**src/rtl/i2c_tgt_pkg.sv**
```systemverilog
package i2c_tgt_pkg;
    typedef enum logic [3:0] {
        S_IDLE,
        S_DEV,
        S_DEV_AW,
        S_DEV_ACK,
        S_ADR,
        S_ADR_AW,
        S_ADR_ACK,
        S_WR,
        S_WR_AW,
        S_WR_ACK,
        S_RD,
        S_RACK,
        S_RACK_F,
        S_IGN
    } tgt_state_e;
endpackage

```
**src/rtl/i2c_bus_sync.sv**
```systemverilog
module i2c_bus_sync #(
    parameter int STAGES = 2
) (
    input  logic clk,
    input  logic rst_n,
    input  logic scl_i,
    input  logic sda_i,
    output logic sda_s,
    output logic scl_rise,
    output logic scl_fall,
    output logic start_evt,
    output logic stop_evt
);
    localparam int LEN = STAGES + 1;

    typedef struct packed {
        logic [LEN-1:0] scl;
        logic [LEN-1:0] sda;
    } line_t;

    line_t d, q;

    always_comb begin
        d     = q;
        d.scl = {q.scl[LEN-2:0], scl_i};
        d.sda = {q.sda[LEN-2:0], sda_i};
    end

    always_ff @(posedge clk or negedge rst_n) begin
        if (!rst_n) begin
            q.scl <= '1;
            q.sda <= '1;
        end else begin
            q <= d;
        end
    end

    logic scl_now, scl_old, sda_now, sda_old;

    always_comb begin
        scl_now   = q.scl[LEN-2];
        scl_old   = q.scl[LEN-1];
        sda_now   = q.sda[LEN-2];
        sda_old   = q.sda[LEN-1];
        sda_s     = sda_now;
        scl_rise  = scl_now & ~scl_old;
        scl_fall  = ~scl_now & scl_old;
        start_evt = scl_now & scl_old & sda_old & ~sda_now;
        stop_evt  = scl_now & scl_old & ~sda_old & sda_now;
    end
endmodule

```
**src/rtl/i2c_tgt_store.sv**
```systemverilog
module i2c_tgt_store #(
    parameter int DEPTH  = 512,
    parameter int DATA_W = 8,
    parameter int ADDR_W = $clog2(DEPTH)
) (
    input  logic              clk,
    input  logic              we,
    input  logic [ADDR_W-1:0] waddr,
    input  logic [DATA_W-1:0] wdata,
    input  logic [ADDR_W-1:0] raddr,
    output logic [DATA_W-1:0] rdata
);
    logic [DATA_W-1:0] cells [DEPTH];

    always_ff @(posedge clk) begin
        if (we) begin
            cells[waddr] <= wdata;
        end
    end

    always_comb begin
        rdata = cells[raddr];
    end
endmodule

```
**src/rtl/i2c_eeprom_target.sv**
```systemverilog
module i2c_eeprom_target
    import i2c_tgt_pkg::*;
#(
    parameter int         MEM_DEPTH   = 512,
    parameter int         PAGE_BYTES  = 16,
    parameter int         SYNC_STAGES = 2,
    parameter logic [3:0] DEV_ID      = 4'b1010,
    parameter int         HW_SEL_W    = 3 - ($clog2(MEM_DEPTH) - 8)
) (
    input  logic                clk,
    input  logic                rst_n,
    input  logic                scl_i,
    input  logic                sda_i,
    input  logic [HW_SEL_W-1:0] hw_sel_i,
    output logic                sda_oe_o
);
    localparam int ADDR_W = $clog2(MEM_DEPTH);
    localparam int BLK_W  = ADDR_W - 8;
    localparam int PG_W   = $clog2(PAGE_BYTES);

    typedef struct packed {
        tgt_state_e        st;
        logic [2:0]        cnt;
        logic [7:0]        sh;
        logic [ADDR_W-1:0] ptr;
        logic [BLK_W-1:0]  blk;
        logic              rw;
        logic              oe;
        logic              mack;
    } ctx_t;

    ctx_t d, q;

    logic sda_s, scl_rise, scl_fall, start_evt, stop_evt;

    i2c_bus_sync #(.STAGES(SYNC_STAGES)) u_sync (
        .clk       (clk),
        .rst_n     (rst_n),
        .scl_i     (scl_i),
        .sda_i     (sda_i),
        .sda_s     (sda_s),
        .scl_rise  (scl_rise),
        .scl_fall  (scl_fall),
        .start_evt (start_evt),
        .stop_evt  (stop_evt)
    );

    logic              mem_we;
    logic [7:0]        rd_data;
    logic [7:0]        byte_in;
    logic [ADDR_W-1:0] ptr_w;
    tgt_state_e        st_w;
    logic              dev_match;

    i2c_tgt_store #(.DEPTH(MEM_DEPTH), .DATA_W(8), .ADDR_W(ADDR_W)) u_store (
        .clk   (clk),
        .we    (mem_we),
        .waddr (ptr_w),
        .wdata (byte_in),
        .raddr (ptr_w),
        .rdata (rd_data)
    );

    always_comb begin
        ptr_w     = q.ptr;
        st_w      = q.st;
        byte_in   = {q.sh[6:0], sda_s};
        dev_match = (byte_in[7:4] == DEV_ID) && (byte_in[3 -: HW_SEL_W] == hw_sel_i);
    end

    always_comb begin
        d      = q;
        mem_we = 1'b0;
        if (stop_evt) begin
            d.st  = S_IDLE;
            d.oe  = 1'b0;
            d.cnt = '0;
        end else if (start_evt) begin
            d.st  = S_DEV;
            d.oe  = 1'b0;
            d.cnt = '0;
        end else begin
            case (q.st)
                S_DEV: begin
                    if (scl_rise) begin
                        d.sh  = byte_in;
                        d.cnt = q.cnt + 3'd1;
                        if (q.cnt == 3'd7) begin
                            if (dev_match) begin
                                d.rw  = byte_in[0];
                                d.blk = byte_in[BLK_W:1];
                                d.st  = S_DEV_AW;
                            end else begin
                                d.st = S_IGN;
                            end
                        end
                    end
                end
                S_DEV_AW: begin
                    if (scl_fall) begin
                        d.oe = 1'b1;
                        d.st = S_DEV_ACK;
                    end
                end
                S_DEV_ACK: begin
                    if (scl_fall) begin
                        d.cnt = '0;
                        if (q.rw) begin
                            d.sh = rd_data;
                            d.oe = ~rd_data[7];
                            d.st = S_RD;
                        end else begin
                            d.oe = 1'b0;
                            d.st = S_ADR;
                        end
                    end
                end
                S_ADR: begin
                    if (scl_rise) begin
                        d.sh  = byte_in;
                        d.cnt = q.cnt + 3'd1;
                        if (q.cnt == 3'd7) begin
                            d.ptr = {q.blk, byte_in};
                            d.st  = S_ADR_AW;
                        end
                    end
                end
                S_ADR_AW: begin
                    if (scl_fall) begin
                        d.oe = 1'b1;
                        d.st = S_ADR_ACK;
                    end
                end
                S_ADR_ACK: begin
                    if (scl_fall) begin
                        d.oe  = 1'b0;
                        d.cnt = '0;
                        d.st  = S_WR;
                    end
                end
                S_WR: begin
                    if (scl_rise) begin
                        d.sh  = byte_in;
                        d.cnt = q.cnt + 3'd1;
                        if (q.cnt == 3'd7) begin
                            mem_we = 1'b1;
                            d.ptr  = {q.ptr[ADDR_W-1:PG_W], q.ptr[PG_W-1:0] + PG_W'(1)};
                            d.st   = S_WR_AW;
                        end
                    end
                end
                S_WR_AW: begin
                    if (scl_fall) begin
                        d.oe = 1'b1;
                        d.st = S_WR_ACK;
                    end
                end
                S_WR_ACK: begin
                    if (scl_fall) begin
                        d.oe  = 1'b0;
                        d.cnt = '0;
                        d.st  = S_WR;
                    end
                end
                S_RD: begin
                    if (scl_fall) begin
                        if (q.cnt == 3'd7) begin
                            d.oe  = 1'b0;
                            d.ptr = q.ptr + ADDR_W'(1);
                            d.cnt = '0;
                            d.st  = S_RACK;
                        end else begin
                            d.sh  = {q.sh[6:0], 1'b0};
                            d.oe  = ~q.sh[6];
                            d.cnt = q.cnt + 3'd1;
                        end
                    end
                end
                S_RACK: begin
                    if (scl_rise) begin
                        d.mack = ~sda_s;
                        d.st   = S_RACK_F;
                    end
                end
                S_RACK_F: begin
                    if (scl_fall) begin
                        if (q.mack) begin
                            d.sh  = rd_data;
                            d.oe  = ~rd_data[7];
                            d.cnt = '0;
                            d.st  = S_RD;
                        end else begin
                            d.oe = 1'b0;
                            d.st = S_IGN;
                        end
                    end
                end
                default: begin
                    d.oe = 1'b0;
                end
            endcase
        end
    end

    always_ff @(posedge clk or negedge rst_n) begin
        if (!rst_n) begin
            q <= '{st: S_IDLE, cnt: '0, sh: '0, ptr: '0, blk: '0, rw: 1'b0, oe: 1'b0, mack: 1'b0};
        end else begin
            q <= d;
        end
    end

    assign sda_oe_o = q.oe;
endmodule

```
**config.mk**
```make
export PLATFORM = sky130hd
export DESIGN_NAME = i2c_eeprom_target
export DESIGN_NICKNAME = d
export VERILOG_FILES = /design/src/rtl/i2c_tgt_pkg.sv /design/src/rtl/i2c_bus_sync.sv /design/src/rtl/i2c_tgt_store.sv /design/src/rtl/i2c_eeprom_target.sv
export SDC_FILE = /design/constraint.sdc
export NUM_CORES = 2
export LEC_CHECK = 0
export BUFFER_PORTS_ARGS = -buffer_cell sky130_fd_sc_hd__buf_4
export CAP_MARGIN = 25
export CORE_MARGIN = 1.5
export CORE_UTILIZATION = 40
export DETAILED_ROUTE_END_ITERATION = 7
export MAX_ROUTING_LAYER = met4
export PLACE_DENSITY_LB_ADDON = 0.15
export SLEW_MARGIN = 20
export SYNTH_ARGS = -nofsm -noshare
export SYNTH_HDL_FRONTEND = slang
export SYNTH_SLANG_ARGS = --single-unit
export TNS_END_PERCENT = 5
```
**constraint.sdc**
```tcl
create_clock -name clk -period 25.7 [get_ports clk]
set_clock_uncertainty 0.2 [all_clocks]
set_input_delay 1.285 -clock clk [delete_from_list [all_inputs] [get_ports clk]]
set_output_delay 1.285 -clock clk [all_outputs]
set_load 0.05 [all_outputs]
```
After elaboration in Yosys (flattened, before gate mapping)
Memory sizes are Yosys's and may differ from the RTL's.
Cells that the tools add are included.
- bits in read-only memories: 0
- output and inout port bits: 1
- bits in writable memories: 4096
- memories kept: 1
- logic and storage cells: 142
- bits in latches: 0
- flip-flop bits (word level): 33
- multiply operators: 0
- shifts and indexed selects: 0
- reductions and logical operators: 17
- div/mod/pow operators: 0
- $lt $le $gt $ge: 0
- bitwise logic cells: 16
- add/subtract/negate cells: 3
- muxes and demuxes: 49
- eq/ne operators: 45
- memories (name ; words ; width ; rd ports ; clocked after Yosys merged registers in ; write ports ; RTL line ; source):
    u_store.cells ; 512 ; 8 ; 1 ; 0 ; 1 ; i2c_tgt_store.sv:13 ; logic [DATA_W-1:0] cells [DEPTH];
- operator list (kind ; number):
    24-bit two-way mux ; 3
    4-bit != test, second input constant ; 15
    15-bit two-way mux ; 3
    4-bit two-way mux ; 11
    4-bit case mux with 11 select lines ; 1
    7-bit case mux with 6 select lines ; 1
    9-bit case mux with 3 select lines ; 1
    4-bit == test, second input constant ; 6
    2-bit != test, second input constant ; 12
    7-bit two-way mux ; 3
    3-bit case mux with 7 select lines ; 1
    9-bit two-way mux ; 2
    9-bit AND reduction ; 2
    1-bit two-way mux ; 17
    4-bit by 3-bit == test with 1-bit output, second input constant ; 4
    8-bit two-way mux ; 2
    16-bit AND reduction ; 1
    13-bit nonzero test ; 1
    12-bit AND reduction ; 1
    6-bit AND reduction ; 2
    11-bit two-way mux ; 1
    9-bit by 1-bit adder with 9-bit output, second input constant ; 1
    1-bit NOT ; 9
    9-bit nonzero test ; 1
    other kinds (20) ; 29

Depth between registers and ports, before layout
- word-level depth: 8
- mapped depth: 14
- gate-level depth less buffers: 10

Hierarchy
Synthesis repeated with hierarchy kept, for this count alone.
- cells, all modules: 8274
- area total of the unflattened synthesis: 162163.0 um^2
- by module, submodules not included (module ; cells each ; seq. area each (um^2) ; times used ; area each (um^2)):
    i2c_tgt_store ; 8022 ; 122998.0 ; 1 ; 159767.0
    i2c_eeprom_target ; 242 ; 675.6 ; 1 ; 2205.9
    i2c_bus_sync ; 10 ; 157.7 ; 1 ; 190.2

Least setup slack after synthesis
Ideal clock, no wire load.
- path kind: reg2reg
- from: reg q (netlist bit byte_in[5])
- to: reg q (netlist bit st_w[0])
- arrival time: 7972 ps
- stages on the path, launching flop included: 9
- path slack: 17402 ps
- data required time: 25374 ps
- buffers on the path: 0
- path through: dfrtp_1 -> nand4bb_1 -> nor3_1 -> a22o_1 -> a221oi_1 -> a21o_1 -> a31oi_1 -> a21oi_1 -> mux2_2
- longest elaborated chain between the ends: 8
- RTL lines (what ; RTL line ; source):
    from (decl) ; i2c_eeprom_target.sv:32 ; ctx_t d, q;
    from (signal assigned) ; i2c_eeprom_target.sv:207 ; q <= '{st: S_IDLE, cnt: '0, sh: '0, ptr: '0, blk: '0, rw: 1'b0, oe: 1'b0, mack: 1'b0};
    4-bit == test ; i2c_eeprom_target.sv:68 ; dev_match = (byte_in[7:4] == DEV_ID) && (byte_in[3 -: HW_SEL_W] == hw_sel_i);
    1-bit logical AND ; i2c_eeprom_target.sv:68 ;
    4-bit two-way mux ; i2c_eeprom_target.sv:89 ; if (dev_match) begin
    4-bit two-way mux ; i2c_eeprom_target.sv:88 ; if (q.cnt == 3'd7) begin
    15-bit two-way mux ; i2c_eeprom_target.sv:85 ; if (scl_rise) begin
    4-bit case mux with 11 select lines ; i2c_eeprom_target.sv:83 ; case (q.st)
    7-bit two-way mux ; i2c_eeprom_target.sv:78 ; end else if (start_evt) begin
    7-bit two-way mux ; i2c_eeprom_target.sv:74 ; if (stop_evt) begin
No other way between the ends. The select of a mux whose other input is x is not followed.
A chain may end at the register's enable or synchronous reset.

Worst setup path in the final report
- from: reg q (netlist bit ptr_w[2])
- to: reg q (netlist bit byte_in[4])
- longest elaborated chain between the ends: 4
- elaborated cells on any way between the ends: 6
- those cells by class: mux (5); memory (1)
- RTL lines (what ; RTL line):
    memory 512 x 8 bit * ; -
    11-bit two-way mux or 8-bit two-way mux (tied branches) ; i2c_eeprom_target.sv:187, i2c_eeprom_target.sv:108
    15-bit two-way mux, on equally long branches ; i2c_eeprom_target.sv:186, i2c_eeprom_target.sv:106
    7-bit case mux with 6 select lines * ; i2c_eeprom_target.sv:83
Mark *: on every way between the ends. The rest lies on a longest branch, timed or not. The select of a mux whose other input is x is not followed.

==> results.json <==
{
  "core_area_sq_mm": 0.400,
  "grt_pass1_wl_um": 688000,
  "setup_viol": 0,
  "cp-startpoint": "ptr_w[2]",
  "ir_drop_mv": 0.0903,
  "drt_iter0_drc": 10500,
  "yosys.area_share.simple": 0.0289,
  "clock_sinks": 4129,
  "p_leak_uw": 0.0540,
  "slew_headroom": 0.212,
  "track_usage": 0.251,
  "cp.buffers_inverters": 6,
  "endpoint_kind": "register",
  "ys_ff_latch": 4129,
  "overflow": 0,
  "worst-path-max-fanout": 39,
  "postSynthAreaPerCell_sq_um": 21.0,
  "synth_compound_area_frac": 0.0258,
  "fp-row-count": 232,
  "synthAdderAreaFrac": 0.000467,
  "slew_viol_final": 0,
  "dp_cells": 12700,
  "syn2layout_area_growth_pct": 13.3,
  "dp.final_hpwl_um": 301000,
  "dieArea_sq_mm": 0.406,
  "multi_input_area_sq_mm": 0.0350,
  "synth_ff_type": "edfxtp_1",
  "synth_top_cell_by_area": "edfxtp_1",
  "violations": "design-rule violations",
  "r2r_start": "ptr_w[2]",
  "cts_hold_buf": 0,
  "synth_top_family_by_area": "multiplexers",
  "status": "finished with violations",
  "grt_max_degree": 210,
  "drt-total-wl_um": 501000,
  "cts_buffers": 435,
  "cts_max_path_buffers": 4,
  "max_freq_mhz": 143,
  "p_seq_frac": 0.456,
  "postCtsSetupBuffers": 0,
  "place_congestion": 0.920,
  "tightestPinTransition_ps": 1180,
  "die_h_um": 637,
  "seqCellArea_sq_mm": 0.124,
  "slowest_delay_ps": 920,
  "final_nets": 7927,
  "maxCapViolCount": 0,
  "stdcell_count": 13600,
  "switching_power_uw": 5350,
  "vias_per_cell": 6.07,
  "min_period_ps": 7010,
  "synth_warnings": 0,
  "antenna_found_initial": 30,
  "cts_tree": "done",
  "die-width_um": 637,
  "switching_share": 0.295,
  "required_ps": 26350,
  "combPwrFrac": 0.195,
  "rsz0062_at_grt": "no",
  "cts_root_buffer": "clkbuf_16",
  "crit_top_cell": "buf_4",
  "htreeDepth": 5,
  "ys_types": 75,
  "final_layout_size_suffix_gt1_frac": 0.243,
  "p_int_uw": 12800,
  "final_antenna_net_count": 0,
  "synth_edf_count": 4096,
  "cpMaxStageDelayCell": "o21ai_0",
  "crit_arrival_ps": 7670,
  "drtPass1Iterations": 8,
  "insertion_delay_ps": 1020,
  "path_delay_family": "buffers and inverters",
  "io_pins": 7,
  "async_reset_ff_frac": 0.00799,
  "p_per_area_mw_per_mm2": 99.4,
  "synth_mux_area_frac": 0.160,
  "vias": 82300,
  "hp-class": "input pin to async pin",
  "syn_inst": 7658,
  "synth_xor_area_frac": 0.000327,
  "ys_seq_area_frac": 0.769,
  "synth_area_leaders": "edfxtp_1 (76%), mux4_2 (14%), mux2i_1 (2.1%)",
  "startpoint_type": "register",
  "cp_cell_sequence": "buf_4, buf_4, buf_4, inv_8, buf_4, buf_12, mux2i_1, o22ai_1, o21ai_0, nand3_1, nor3_1, a31oi_1",
  "wl_per_cell_um": 36.9,
  "grt_pass1_vias": 81600,
  "fin_crit_sh": 0.273,
  "clockPowerShare": 0.348,
  "fillCellCount": 33500,
  "syn_area_sq_mm": 0.161,
  "drc": 1,
  "place.port_buffers": 6,
  "fin_setup_tns_ps": 0,
  "clk_pin_slew_worst_paths_ps": 60,
  "critical_path_class": "register to register",
  "synth_fp_nets": 7670,
  "initial_core_util": 0.402,
  "synth_top_cell_area_share": 0.764,
  "hold_viol": 0,
  "ctsResizeCount": 0
}
final timing paths:
| check | slack [ps] | cells after the start | end |
|---|---|---|---|
| worst max-delay path | 18690 | 12 | byte_in[4] |
| worst min-delay path | 100 | 1 | st_w[0] |
| worst max register to register | 18690 | 12 | byte_in[4] |
| worst min register to register | 160 | 0 | u_sync.sda_s |
| max in group asynchronous | 24660 | 1 | ptr_w[0] |
| min in group clk | 160 | 0 | u_sync.sda_s |
cell usage in the layout, fill, tap and decap left out, types with 85 or more instances in the layout:
| cell | instances |
|---|---|
| edfxtp_1 | 4096 |
| mux4_2 | 981 |
| nor2_1 | 537 |
| clkbuf_16 | 437 |
| mux2i_1 | 342 |
| buf_4 | 275 |
| nand2_1 | 214 |
| a22oi_1 | 173 |
| clkinv_1 | 105 |
| o21ai_0 | 91 |
| clkbuf_1 | 87 |
| nor3_1 | 86 |
| clkinv_2 | 85 |
final cells by class:
cell class | instances | area share
diodes | 25 | 0.000343
clock buffers | 525 | 0.0618
clock inverters | 279 | 0.0159
inverters | 12 | 0.000323
multi-input cells | 3035 | 0.192
flip-flops and latches | 4129 | 0.679
well taps | 5265 | 0.0361
repair buffers | 302 | 0.0138
synth_stat cells, drive strengths merged (5+ instances only):
library cell	count
nor2	546
a221oi	23
a22o	8
o2111ai	15
and3	7
mux4	981
nand3b	8
buf	327
clkbuf	155
a32oi	21
a211o	5
edfxtp	4096
o21ai	98
o221ai	11
ha	6
nand2	231
nand2b	10
dfrtp	27
mux2	21
or3	6
nor4	10
or2	5
nor2b	18
a31oi	21
a311oi	8
dfstp	6
a2111oi	7
nand4	30
a22oi	173
a211oi	24
mux2i	342
and2	13
o22ai	49
a21oi	79
inv	11
o311ai	7
o211ai	24
o31ai	5
nor3b	8
nor3	102
nand3	69
through the flow:
step           total power, uW  worst slack [ps]  cell area (sq um)  hold WS, ps   util
2_1_floorplan            10600             17400             161000          145      -
3_3_place_gp             11900             18590             168000          152  0.419
3_5_place_dp             11900             18630             168000          151  0.420
4_1_cts                  18200             18670             182000         41.1  0.455
5_1_grt                  18600             18360             182000          109  0.456
6_report                 18100             18690             182000         96.2  0.456
registers in the layout, indices dropped and copies added (netlist names):
name / cells
u_sync.sda_s: 1
ptr_w: 9
u_store.cells: 4096
sda_oe_o: 1
u_sync.d: 3
st_w: 4
q: 6
byte_in: 7
u_sync.q: 2
power by group through the flow:
stage / Clock (uW) / Sequential [uW] / Combinational [uW]
3_5_place_dp: 0 / 8410 / 3530
3_3_place_gp: 0 / 8400 / 3460
5_1_grt: 6640 / 8270 / 3660
2_1_floorplan: 0 / 8990 / 1590
6_report: 6310 / 8280 / 3540
4_1_cts: 6400 / 8270 / 3530
per-layer routing:
metal	GRT usage	up-vias	wire, um
li1	-	32500	-
met1	0.343	45000	205000
met2	0.378	3965	233000
met3	0.0465	822	41700
met4	0.0934	0	20900
met5	-	-	0
logic make-up after synthesis:
group	Yosys count
xor+xnor	6
buf+inv	494
compound gates	601
simple gates	1078
flops	4129
mux	1344
fa+ha+maj	6
No activity file was read; power rests on OpenSTA's default activity.
